File: config.mk
export PLATFORM = sky130hd
export DESIGN_NAME = cvsd_fifo_pair
export DESIGN_NICKNAME = d
export VERILOG_FILES = /design/src/rtl/cvsd_fifo_pkg.sv /design/src/rtl/cvsd_fifo_ctrl.sv /design/src/rtl/cvsd_fifo_ram.sv /design/src/rtl/cvsd_fifo_flags.sv /design/src/rtl/cvsd_sample_fifo.sv /design/src/rtl/cvsd_fifo_pair.sv
export SDC_FILE = /design/constraint.sdc
export NUM_CORES = 1
export LEC_CHECK = 0
export CAP_MARGIN = 20
export CORE_MARGIN = 2
export CORE_UTILIZATION = 60
export CTS_BUF_LIST = sky130_fd_sc_hd__clkbuf_8
export DETAILED_ROUTE_END_ITERATION = 8
export DONT_BUFFER_PORTS = 1
export GPL_ROUTABILITY_DRIVEN = 0
export HOLD_SLACK_MARGIN = 0.15
export PLACE_DENSITY = 0.76
export SETUP_SLACK_MARGIN = 0.3
export SYNTH_ARGS = -nofsm -noshare
export SYNTH_HDL_FRONTEND = slang
export SYNTH_SLANG_ARGS = --single-unit
export TNS_END_PERCENT = 1
File: constraint.sdc
create_clock -name clk -period 3.54 [get_ports clk]
set_input_delay 0.354 -clock clk [delete_from_list [all_inputs] [get_ports clk]]
set_output_delay 0.354 -clock clk [all_outputs]
set_load 0.05 [all_outputs]
File: src/rtl/cvsd_fifo_pkg.sv
package cvsd_fifo_pkg;

  // Which side's status flags a queue produces
  typedef enum logic {
    SIDE_INBOUND  = 1'b0,  // empty + nearly empty
    SIDE_OUTBOUND = 1'b1   // full + nearly full
  } fifo_side_e;

  localparam int unsigned WORD_W_DEF   = 16;
  localparam int unsigned DEPTH_DEF    = 8;
  localparam logic [15:0] CHECKER_WORD = 16'hAAAA;

endpackage

File: src/rtl/cvsd_fifo_ctrl.sv
// Pointer and occupancy control for one queue.
module cvsd_fifo_ctrl #(
  parameter int unsigned DEPTH = 8,
  localparam int unsigned PTR_W = $clog2(DEPTH),
  localparam int unsigned CNT_W = $clog2(DEPTH + 1)
) (
  input  logic             clk,
  input  logic             rst,
  input  logic             wr_en,
  input  logic             rd_en,
  output logic             wr_ok,
  output logic             rd_ok,
  output logic             rd_under,
  output logic [PTR_W-1:0] wr_ptr,
  output logic [PTR_W-1:0] rd_ptr,
  output logic [CNT_W-1:0] count,
  output logic [CNT_W-1:0] count_nxt
);

  localparam logic [CNT_W-1:0] CNT_FULL = CNT_W'(DEPTH);
  localparam logic [CNT_W-1:0] CNT_ZERO = '0;
  localparam logic [PTR_W-1:0] PTR_LAST = PTR_W'(DEPTH - 1);

  logic is_empty, is_full;

  assign is_empty = (count == CNT_ZERO);
  assign is_full  = (count == CNT_FULL);

  // A read needs data; a write needs room, or a read freeing a slot.
  assign rd_ok    = rd_en && !is_empty;
  assign rd_under = rd_en && is_empty;
  assign wr_ok    = wr_en && (!is_full || rd_ok);

  always_comb begin
    count_nxt = count;
    if (wr_ok && !rd_ok)      count_nxt = count + CNT_W'(1);
    else if (rd_ok && !wr_ok) count_nxt = count - CNT_W'(1);
  end

  always_ff @(posedge clk) begin
    if (rst) begin
      wr_ptr <= '0;
      rd_ptr <= '0;
      count  <= '0;
    end else begin
      if (wr_ok) wr_ptr <= (wr_ptr == PTR_LAST) ? '0 : wr_ptr + PTR_W'(1);
      if (rd_ok) rd_ptr <= (rd_ptr == PTR_LAST) ? '0 : rd_ptr + PTR_W'(1);
      count <= count_nxt;
    end
  end

endmodule

File: src/rtl/cvsd_fifo_ram.sv
// Simple dual-port storage, synchronous read-first port with output register.
module cvsd_fifo_ram #(
  parameter int unsigned WORD_W = 16,
  parameter int unsigned DEPTH  = 8,
  localparam int unsigned PTR_W = $clog2(DEPTH)
) (
  input  logic              clk,
  input  logic              rst,
  input  logic              we,
  input  logic [PTR_W-1:0]  waddr,
  input  logic [WORD_W-1:0] wdata,
  input  logic              re,
  input  logic [PTR_W-1:0]  raddr,
  output logic [WORD_W-1:0] rdata
);

  logic [WORD_W-1:0] mem [DEPTH];

  always_ff @(posedge clk) begin
    if (we) mem[waddr] <= wdata;
  end

  always_ff @(posedge clk) begin
    if (rst)     rdata <= '0;
    else if (re) rdata <= mem[raddr];
  end

endmodule

File: src/rtl/cvsd_fifo_flags.sv
// Registered status flags; the side parameter picks which pair is built.
module cvsd_fifo_flags
  import cvsd_fifo_pkg::*;
#(
  parameter int unsigned DEPTH     = 8,
  parameter fifo_side_e  SIDE      = SIDE_INBOUND,
  parameter int unsigned WARN_LVL  = 3,
  localparam int unsigned CNT_W    = $clog2(DEPTH + 1)
) (
  input  logic             clk,
  input  logic             rst,
  input  logic [CNT_W-1:0] count_nxt,
  output logic             edge_flag,  // empty (inbound) or full (outbound)
  output logic             warn_flag   // nearly empty / nearly full
);

  generate
    if (SIDE == SIDE_INBOUND) begin : g_in
      // WARN_LVL = words left when the warning is raised
      localparam logic [CNT_W-1:0] LVL = CNT_W'(WARN_LVL);
      always_ff @(posedge clk) begin
        if (rst) begin
          edge_flag <= 1'b1;
          warn_flag <= 1'b0;
        end else begin
          edge_flag <= (count_nxt == '0);
          warn_flag <= (count_nxt == LVL);
        end
      end
    end else begin : g_out
      // WARN_LVL = free slots at or below which the warning is raised
      localparam logic [CNT_W-1:0] LVL  = CNT_W'(DEPTH - WARN_LVL);
      localparam logic [CNT_W-1:0] FULL = CNT_W'(DEPTH);
      always_ff @(posedge clk) begin
        if (rst) begin
          edge_flag <= 1'b0;
          warn_flag <= 1'b0;
        end else begin
          edge_flag <= (count_nxt == FULL);
          warn_flag <= (count_nxt >= LVL);
        end
      end
    end
  endgenerate

endmodule

File: src/rtl/cvsd_sample_fifo.sv
// One queue: control, storage, flags and the empty-read substitute word.
module cvsd_sample_fifo
  import cvsd_fifo_pkg::*;
#(
  parameter int unsigned      WORD_W   = 16,
  parameter int unsigned      DEPTH    = 8,
  parameter fifo_side_e       SIDE     = SIDE_INBOUND,
  parameter int unsigned      WARN_LVL = 3,
  parameter logic [WORD_W-1:0] UF_WORD = '0,
  localparam int unsigned     PTR_W    = $clog2(DEPTH),
  localparam int unsigned     CNT_W    = $clog2(DEPTH + 1)
) (
  input  logic              clk,
  input  logic              rst,
  input  logic              wr_en,
  input  logic [WORD_W-1:0] wr_data,
  input  logic              rd_en,
  output logic [WORD_W-1:0] rd_data,
  output logic [CNT_W-1:0]  count,
  output logic              edge_flag,
  output logic              warn_flag
);

  logic             wr_ok, rd_ok, rd_under;
  logic [PTR_W-1:0] wr_ptr, rd_ptr;
  logic [CNT_W-1:0] count_nxt;
  logic [WORD_W-1:0] ram_q;
  logic             under_q;

  cvsd_fifo_ctrl #(.DEPTH(DEPTH)) u_ctrl (
    .clk      (clk),
    .rst      (rst),
    .wr_en    (wr_en),
    .rd_en    (rd_en),
    .wr_ok    (wr_ok),
    .rd_ok    (rd_ok),
    .rd_under (rd_under),
    .wr_ptr   (wr_ptr),
    .rd_ptr   (rd_ptr),
    .count    (count),
    .count_nxt(count_nxt)
  );

  cvsd_fifo_ram #(.WORD_W(WORD_W), .DEPTH(DEPTH)) u_ram (
    .clk  (clk),
    .rst  (rst),
    .we   (wr_ok),
    .waddr(wr_ptr),
    .wdata(wr_data),
    .re   (rd_ok),
    .raddr(rd_ptr),
    .rdata(ram_q)
  );

  cvsd_fifo_flags #(.DEPTH(DEPTH), .SIDE(SIDE), .WARN_LVL(WARN_LVL)) u_flags (
    .clk      (clk),
    .rst      (rst),
    .count_nxt(count_nxt),
    .edge_flag(edge_flag),
    .warn_flag(warn_flag)
  );

  // Remembers whether the most recent read strobe found the queue empty.
  always_ff @(posedge clk) begin
    if (rst)        under_q <= 1'b0;
    else if (rd_en) under_q <= rd_under;
  end

  assign rd_data = under_q ? UF_WORD : ram_q;

endmodule

File: src/rtl/cvsd_fifo_pair.sv
// Inbound (bus -> converter) and outbound (converter -> bus) voice word queues.
module cvsd_fifo_pair
  import cvsd_fifo_pkg::*;
#(
  parameter int unsigned       WORD_W       = WORD_W_DEF,
  parameter int unsigned       DEPTH        = DEPTH_DEF,
  parameter int unsigned       IN_WARN_LEFT = 3,
  parameter int unsigned       OUT_WARN_FREE = 3,
  parameter logic [WORD_W-1:0] IN_FILL      = WORD_W'(CHECKER_WORD),
  parameter logic [WORD_W-1:0] OUT_FILL     = '0
) (
  input  logic                       clk,
  input  logic                       rst,
  input  logic                       in_wr_en,
  input  logic [WORD_W-1:0]          in_wr_data,
  input  logic                       in_rd_en,
  output logic [WORD_W-1:0]          in_rd_data,
  output logic [$clog2(DEPTH+1)-1:0] in_count,
  output logic                       in_nearly_empty,
  output logic                       in_empty,
  input  logic                       out_wr_en,
  input  logic [WORD_W-1:0]          out_wr_data,
  input  logic                       out_rd_en,
  output logic [WORD_W-1:0]          out_rd_data,
  output logic [$clog2(DEPTH+1)-1:0] out_count,
  output logic                       out_nearly_full,
  output logic                       out_full
);

  cvsd_sample_fifo #(
    .WORD_W  (WORD_W),
    .DEPTH   (DEPTH),
    .SIDE    (SIDE_INBOUND),
    .WARN_LVL(IN_WARN_LEFT),
    .UF_WORD (IN_FILL)
  ) u_inbound (
    .clk      (clk),
    .rst      (rst),
    .wr_en    (in_wr_en),
    .wr_data  (in_wr_data),
    .rd_en    (in_rd_en),
    .rd_data  (in_rd_data),
    .count    (in_count),
    .edge_flag(in_empty),
    .warn_flag(in_nearly_empty)
  );

  cvsd_sample_fifo #(
    .WORD_W  (WORD_W),
    .DEPTH   (DEPTH),
    .SIDE    (SIDE_OUTBOUND),
    .WARN_LVL(OUT_WARN_FREE),
    .UF_WORD (OUT_FILL)
  ) u_outbound (
    .clk      (clk),
    .rst      (rst),
    .wr_en    (out_wr_en),
    .wr_data  (out_wr_data),
    .rd_en    (out_rd_en),
    .rd_data  (out_rd_data),
    .count    (out_count),
    .edge_flag(out_full),
    .warn_flag(out_nearly_full)
  );

endmodule

==> results of run 1 <==
==> registers in the layout, indices dropped and copies added, names as in the netlist, 3 cells and up <==
signal / count
u_inbound.u_ctrl.count: 4
u_inbound.u_ctrl.rd_ptr: 3
u_inbound.u_ctrl.wr_ptr: 3
u_inbound.u_ram.mem: 128
u_inbound.u_ram.rdata: 16
u_outbound.u_ctrl.count: 4
u_outbound.u_ctrl.rd_ptr: 3
u_outbound.u_ctrl.wr_ptr: 3
u_outbound.u_ram.mem: 128
u_outbound.u_ram.rdata: 16
==> cell families after synthesis <==
| logic type | share of synthesized area (%) |
|---|---|
| simple gates | 6.30 |
| xor+xnor | 0.142 |
| fa+ha+maj | 1.21 |
| flops | 71.5 |
| compound gates | 4.27 |
| buf+inv | 1.82 |
| mux | 14.8 |
==> where the power goes <==
part | leakage, µW | total [µW] | switching, µW | internal (µW)
Combinational | 0.00134 | 2240 | 1360 | 880
Clock | 0.000504 | 2650 | 1330 | 1320
Sequential | 0.00280 | 4610 | 339 | 4270
==> cell usage after synthesis, types with 3 or more instances <==
| cell | number |
|---|---|
| clkbuf_1 | 24 |
| nor2b_1 | 29 |
| dfxtp_1 | 58 |
| nor4_1 | 3 |
| o211ai_1 | 4 |
| inv_1 | 12 |
| buf_2 | 12 |
| nand2_1 | 19 |
| a21oi_1 | 17 |
| nand3_1 | 3 |
| edfxtp_1 | 256 |
| or2_2 | 8 |
| mux4_2 | 64 |
| mux2i_1 | 35 |
| nor3_1 | 15 |
| nor2_1 | 56 |
| a211oi_1 | 34 |
| ha_1 | 12 |
| nand2b_1 | 7 |
==> per-stage QoR <==
stage / utilization, % / instances
global route: 69.7 / 1095
finish: 69.7 / 1095
global placement: 63.3 / 965
detailed placement: 63.3 / 965
CTS: 69.5 / 1093
floorplan: - / 710
==> critical path, stage by stage, from the launching register on <==
cell and delay (ns):
dfxtp_1 0.76, inv_1 0.17, ha_1 0.31, nand2b_1 0.17, o31ai_2 0.21, inv_1 0.13, nand2_1 0.15, nor2_1 0.58
buf_4 0.30
==> path summary, 6_finish.rpt <==
| path | startpoint | endpoint | slack (ns) | cells after the start |
|---|---|---|---|---|
| min | out_rd_en | u_outbound.u_ctrl.rd_ptr[2]$_SDFFE_PP0N_ | 0.19 | 3 |
| max reg2reg | u_outbound.u_ctrl.count[0]$_SDFF_PP0_ | u_outbound.u_ram.mem[7][3]$_DFFE_PP_ | 0.43 | 8 |
| min reg2reg | u_inbound.u_ram.rdata[14]$_SDFFE_PP0N_ | u_inbound.u_ram.rdata[14]$_SDFFE_PP0N_ | 0.49 | 2 |
| max | u_outbound.u_ctrl.count[0]$_SDFF_PP0_ | u_outbound.u_ram.mem[7][3]$_DFFE_PP_ | 0.43 | 8 |
==> layer usage <==
metal | routed length [µm] | track usage [%] | up-vias
met4 | 622 | 7.74 | 0
li1 | - | - | 2964
met5 | 0 | 0 | -
met2 | 11700 | 36.6 | 207
met3 | 1220 | 3.95 | 57
met1 | 9390 | 29.3 | 3308
==> final cells by class <==
type	count	area [µm²]	area share, %
well taps	270	338	2.40
clock inverters	39	171	1.22
flip-flops and latches	314	8850	62.8
clock buffers	50	688	4.88
multi-input cells	344	3370	23.9
repair buffers	66	634	4.50
inverters	12	45.0	0.319
==> timing repair <==
item	in CTS	in global routing
buffers inserted	0	0
hold buffers	39	0
resized for setup	0	1
hold endpoints to repair	313	0
setup endpoints to repair	0	18
==> impl_results.md, run 1 <==
* Largest net degree at the start of global routing at 58
* Data arrival, critical path at 3.35 ns
* Top cells by area, synth: edfxtp_1, mux4_2, dfxtp_1
* I/O pins at 82
* Period minus WS final at 3.11 ns
* Detailed Route Iter0 Violations at 402
* Setup violators final at 0
* Overall power at 9500 µW
* Distinct cells, synth at 52
* GR Util All Layers at 21.9%
* Fillers at 1279
* DRC viols at 0
* Clock tree buffer depth at 3
* Worst hold-check path type: in -> reg
* Max-slew headroom at 28.0%
* CTS buffer count at 48
* DP Worst Slack at 0.443 ns
* Final Cycle Share at 87.7%
* Synth area leader: edfxtp_1
* Number of global-route vias before repair at 6797
* Clk Latency, worst-skew pair at 0.55 ns
* First-pass GRT wire length at 36800 µm
* Final Skew at 0.0228 ns
* Worst-Margin Slew at 1.08 ns
* Post-DP HPWL at 14700 µm
* Flops & latches, synth at 314
* Final Hold Slack at 0.192 ns
* Initial antenna violation count at 0
* Port bufs at 0
* Post-route ant nets at 0
* Post-Syn Nets at 760
* Synth Warn # at 0
* Max-cap violations at 0
* First-pass DRT Iterations at 5
* TNS Setup at 0 ns
* Rows at 52
* Power per cell area at 674 mW/mm²
* Maximum VDD drop at 0.411 mV
* CTS Sinks at 314
* Finished Cell Area at 0.0141 mm²
* Total Wirelength at 23000 µm
* Die area at 0.0218 mm²
* Max Freq at 322 MHz
* Die Height at 148 µm
* Post-synth EDFFs at 256
* Cell Area, Placed at 0.0128 mm²
* Commonest non-fill, non-tap cell in the layout: edfxtp_1
* Syn Inst Count at 710
* Vias per std cell at 5.97
* Diodes inserted at 0
* Post-synth ARST share at 0%
* Htree depth at 2
* Die Wd at 148 µm
* Status: finished clean
* Nets@finish at 836
* Worst setup EP type: register
* Vias post-DR at 6536
* Ys flop type: edfxtp_1
* Setup ws final at 0.434 ns
* CP Launch Type: register
* Req. time, crit path at 3.79 ns
* Root Buffer Master: clkbuf_8
* Mean routed wirelength per cell at 21.0 µm
* Area growth syn-to-layout at 13.9%
* CTS tree: built
* Layout cells sized above 1 at 22.3%
* Core footprint at 0.0202 mm²
* Netlist Area Pre-Place at 0.0124 mm²
* Top cell type's share of synthesized area at 62.1%
* Leading cell types in the layout, fill and taps excluded: edfxtp_1, mux4_2, nor2_1
* Total gr overflow at 0
* Unrepaired setup endpoints after global routing: yes
* Worst Path Class, Setup: reg -> reg
* Hold Fails Final Rpt at 0
* Fin. max-slew vios at 0
* Starting Density at 61.2%
* Sequential share of the synthesized area at 71.5%
* Static leakage at 0.00465 µW
* Avg Inst Size Synth at 17.4 µm²
* Critical-path maximum fanout at 10
* CTS clk-pin slew, worst paths at 0.06 ns
No activity file was read; power rests on OpenSTA's default activity.
==> inputs of run 2 (changes only) <==
- SYNTH_HIERARCHICAL: unset -> 1
==> impl_results.md, run 2 <==
* Core footprint at 0.0212 mm² (+4.5%)
* Die Wd at 151 µm (+2.5%)
* Syn Inst Count at 819 (+15%)
* Clk Latency, worst-skew pair at 0.57 ns (+0.02 ns)
* Power per cell area at 650 mW/mm² (-3.6%)
* Fin. max-slew vios at 0 (unchanged)
* Root Buffer Master: clkbuf_8
* Nets@finish at 944 (+13%)
* Setup ws final at 0.715 ns (+0.281 ns)
* First-pass GRT wire length at 39800 µm (+8.0%)
* Ys flop type: edfxtp_1
* Post-synth ARST share at 0% (unchanged)
* Worst-Margin Slew at 1.07 ns (-0.0126 ns)
* Final Skew at 0.0141 ns (-0.00871 ns)
* GR Util All Layers at 22.8% (+0.97 points)
* Vias per std cell at 5.93 (-0.60%)
* Unrepaired setup endpoints after global routing: no
* Status: finished clean
* Post-Syn Nets at 869 (+14%)
* Area growth syn-to-layout at 11.8%
* Number of global-route vias before repair at 7452 (+9.6%)
* Register area at 0.00885 mm² (about the same)
* Worst hold-check path type: in -> reg
* Total gr overflow at 0 (unchanged)
* Initial antenna violation count at 3 (+3)
* Min-Delay Startpoint: out_wr_en
* Max-cap violations at 0 (unchanged)
* Total Wirelength at 25600 µm (+12%)
* Netlist Area Pre-Place at 0.0130 mm² (+5.3%)
* Top cell type's share of synthesized area at 59.0% (-3.1 points)
* Die Height at 151 µm (+2.5%)
* DRC viols at 0 (unchanged)
* Detailed Route Iter0 Violations at 421 (+4.7%)
* R2R cell count at 9 (+1)
* Worst Path Class, Setup: reg -> reg
* Layout cells sized above 1 at 21.8% (-0.46 points)
* Mean routed wirelength per cell at 21.1 µm (+0.66%)
* Commonest non-fill, non-tap cell in the layout: edfxtp_1
* Avg Inst Size Synth at 15.9 µm² (-8.7%)
* Final Cycle Share at 79.8% (-7.9 points)
* Area of the multi-input gates at 0.00374 mm² (+11%)
* Maximum VDD drop at 0.404 mV (-1.7%)
* Post-synth EDFFs at 256 (unchanged)
* Vias post-DR at 7203 (+10%)
* Hold path depth at 4 (+1)
* Largest net degree at the start of global routing at 65 (+12%)
* Synth area leader: edfxtp_1
* CTS Sinks at 314 (unchanged)
* Period minus WS final at 2.83 ns (-0.281 ns)
* Post-CTS Setup Inserts at 0 (unchanged)
* WHS Endpoint: u_outbound/u_flags/edge_flag$_SDFF_PP0_
* Leading cell types by count after synthesis: edfxtp_1, mux2i_1, mux2_2, nor2_1, dfxtp_1
* TNS Setup at 0 ns (unchanged)
* Flops & latches, synth at 314 (unchanged)
* DP Worst Slack at 0.846 ns (+0.403 ns)
* Top cells by area, synth: edfxtp_1, dfxtp_1, mux2i_1
* R2R Setup Slk at 0.71 ns (+0.28 ns)
* Post-layout util at 68.9% (-0.81 points)
* CTS tree: built
* Distinct cells, synth at 51 (-1.9%)
* Setup violators final at 0 (unchanged)
* Leading cell types in the layout, fill and taps excluded: edfxtp_1, mux2i_1, mux2_2
* Finished Layout Cells at 1214 (+11%)
* I/O pins at 82 (unchanged)
* Worst R2R Start: u_inbound/u_ctrl/count[1]$_SDFF_PP0_
* Post-DP HPWL at 15600 µm (+6.3%)
* Max-slew headroom at 28.8% (+0.80 points)
* Final Hold Slack at 0.196 ns (+0.00403 ns)
* Capture point of the worst reg-to-reg path: u_inbound/u_flags/warn_flag$_SDFF_PP0_
* First-pass DRT Iterations at 5 (unchanged)
* Worst setup EP type: register
* CTS buffer count at 49 (+2.1%)
* Synth Warn # at 6 (+6)
* Clock tree buffer depth at 3 (unchanged)
* Die area at 0.0229 mm² (+5.1%)
* Sequential share of the synthesized area at 67.9% (-3.6 points)
* Starting Density at 61.6% (+0.43 points)
* CTS clk-pin slew, worst paths at 0.06 ns (about the same)
* Most common cell in the netlist: edfxtp_1
* Data arrival, critical path at 3.27 ns (-0.08 ns)
* Static leakage at 0.00501 µW (+7.8%)
* Hold Fails Final Rpt at 0 (unchanged)
* Fillers at 1382 (+8.1%)
* Rows at 53 (+1.9%)
* Critical-path maximum fanout at 37 (+27)
* Htree depth at 2 (unchanged)
* Max Freq at 354 MHz (+9.9%)
* CP Launch Type: register
* Top Registers: u_inbound/u_ram/mem (128), u_outbound/u_ram/mem (128)
* Port bufs at 0 (unchanged)
* Post-route ant nets at 0 (unchanged)
* Placed insts at 1079 (+12%)
* Req. time, crit path at 3.99 ns (+0.20 ns)
run 2: changes by cell type after synthesis, moves of 7 or more:
cell,previous run,this run
and2b_1,0,11
mux4_2,64,0
a221o_1,1,26
buf_12,0,10
nor2_1,56,63
mux2i_1,35,74
or2_1,0,8
nor2b_1,29,17
mux2_2,1,64
nor3_1,15,4
o22ai_1,1,28
a211oi_2,0,16
a211oi_1,34,18
run 2: worst max path at each step:
stage / to / cells past startpoint / slack (ns) / startpoint
after floorplan: u_inbound/u_ram/mem[0][0]$_DFFE_PP_ / 7 / 0.49 / u_inbound/u_ctrl/count[0]$_SDFF_PP0_
after global placement: u_inbound/u_ram/mem[0][11]$_DFFE_PP_ / 8 / 1.01 / u_inbound/u_ctrl/count[1]$_SDFF_PP0_
after detailed placement: u_inbound/u_flags/warn_flag$_SDFF_PP0_ / 9 / 0.85 / u_inbound/u_ctrl/count[1]$_SDFF_PP0_
after CTS: u_inbound/u_flags/warn_flag$_SDFF_PP0_ / 9 / 0.76 / u_inbound/u_ctrl/count[1]$_SDFF_PP0_
after global routing: u_inbound/u_flags/warn_flag$_SDFF_PP0_ / 9 / 0.65 / u_inbound/u_ctrl/count[1]$_SDFF_PP0_
final: u_inbound/u_flags/warn_flag$_SDFF_PP0_ / 9 / 0.71 / u_inbound/u_ctrl/count[1]$_SDFF_PP0_
run 2: per-layer routing:
metal  vias to the layer above  GRT usage [%]  share of wire [%]
met1                      3583           28.6                 41
met3                        72           4.55                5.4
li1                       3328              -                  -
met2                       220           39.3                 50
met5                         -              0                  0
met4                         0           8.79                3.0
run 2: area by class of cell:
cell class	count	share of cell area, %
diodes	5	0.0859
repair buffers	70	4.40
well taps	275	2.36
multi-input cells	445	25.7
clock buffers	54	5.10
flip-flops and latches	314	60.8
inverters	14	0.395
clock inverters	37	1.25
run 2: worst max-delay path: stages (launching register included):
cell	delay [ns]
dfxtp_1	0.73
inv_1	0.17
ha_1	0.31
nand2b_4	0.15
o21ai_4	0.09
inv_4	0.34
mux2_4	0.35
mux2i_1	0.24
nand2_1	0.11
nor4_1	0.22
run 2: cell families (layout without fill, tap and decap cells):
| group | count (synthesis) | count (layout) | synth area share (%) |
|---|---|---|---|
| buffers and inverters | 60 | 175 | 3.55 |
| adder cells (fa/ha/maj) | 12 | 12 | 1.15 |
| AO/OA/AOI/OAI | 123 | 123 | 8.31 |
| multiplexers | 148 | 148 | 12.4 |
| XOR/XNOR | 4 | 4 | 0.269 |
| flip-flops | 314 | 314 | 67.9 |
| AND/OR/NAND/NOR | 158 | 158 | 6.40 |
| other | 0 | 5 | 0 |
run 2: report_power, final:
part | switching (µW) | internal [µW] | leakage, µW
sequential | 220 | 4230 | 0.00280
clock | 1340 | 1480 | 0.000545
combinational | 1390 | 813 | 0.00167
total | 2950 | 6520 | 0.00501
run 2: timing repair:
action / 4_1_cts / 5_1_grt
gates resized for setup: 0 / 0
hold endpoints to repair: 314 / 0
hold buffers: 39 / 0
run 2: metrics by stage:
step	area [µm²]	power, µW
after floorplan	13000	6420
after global placement	13200	6540
after detailed placement	13200	6610
after CTS	14600	9530
after global routing	14600	9850
final	14600	9470
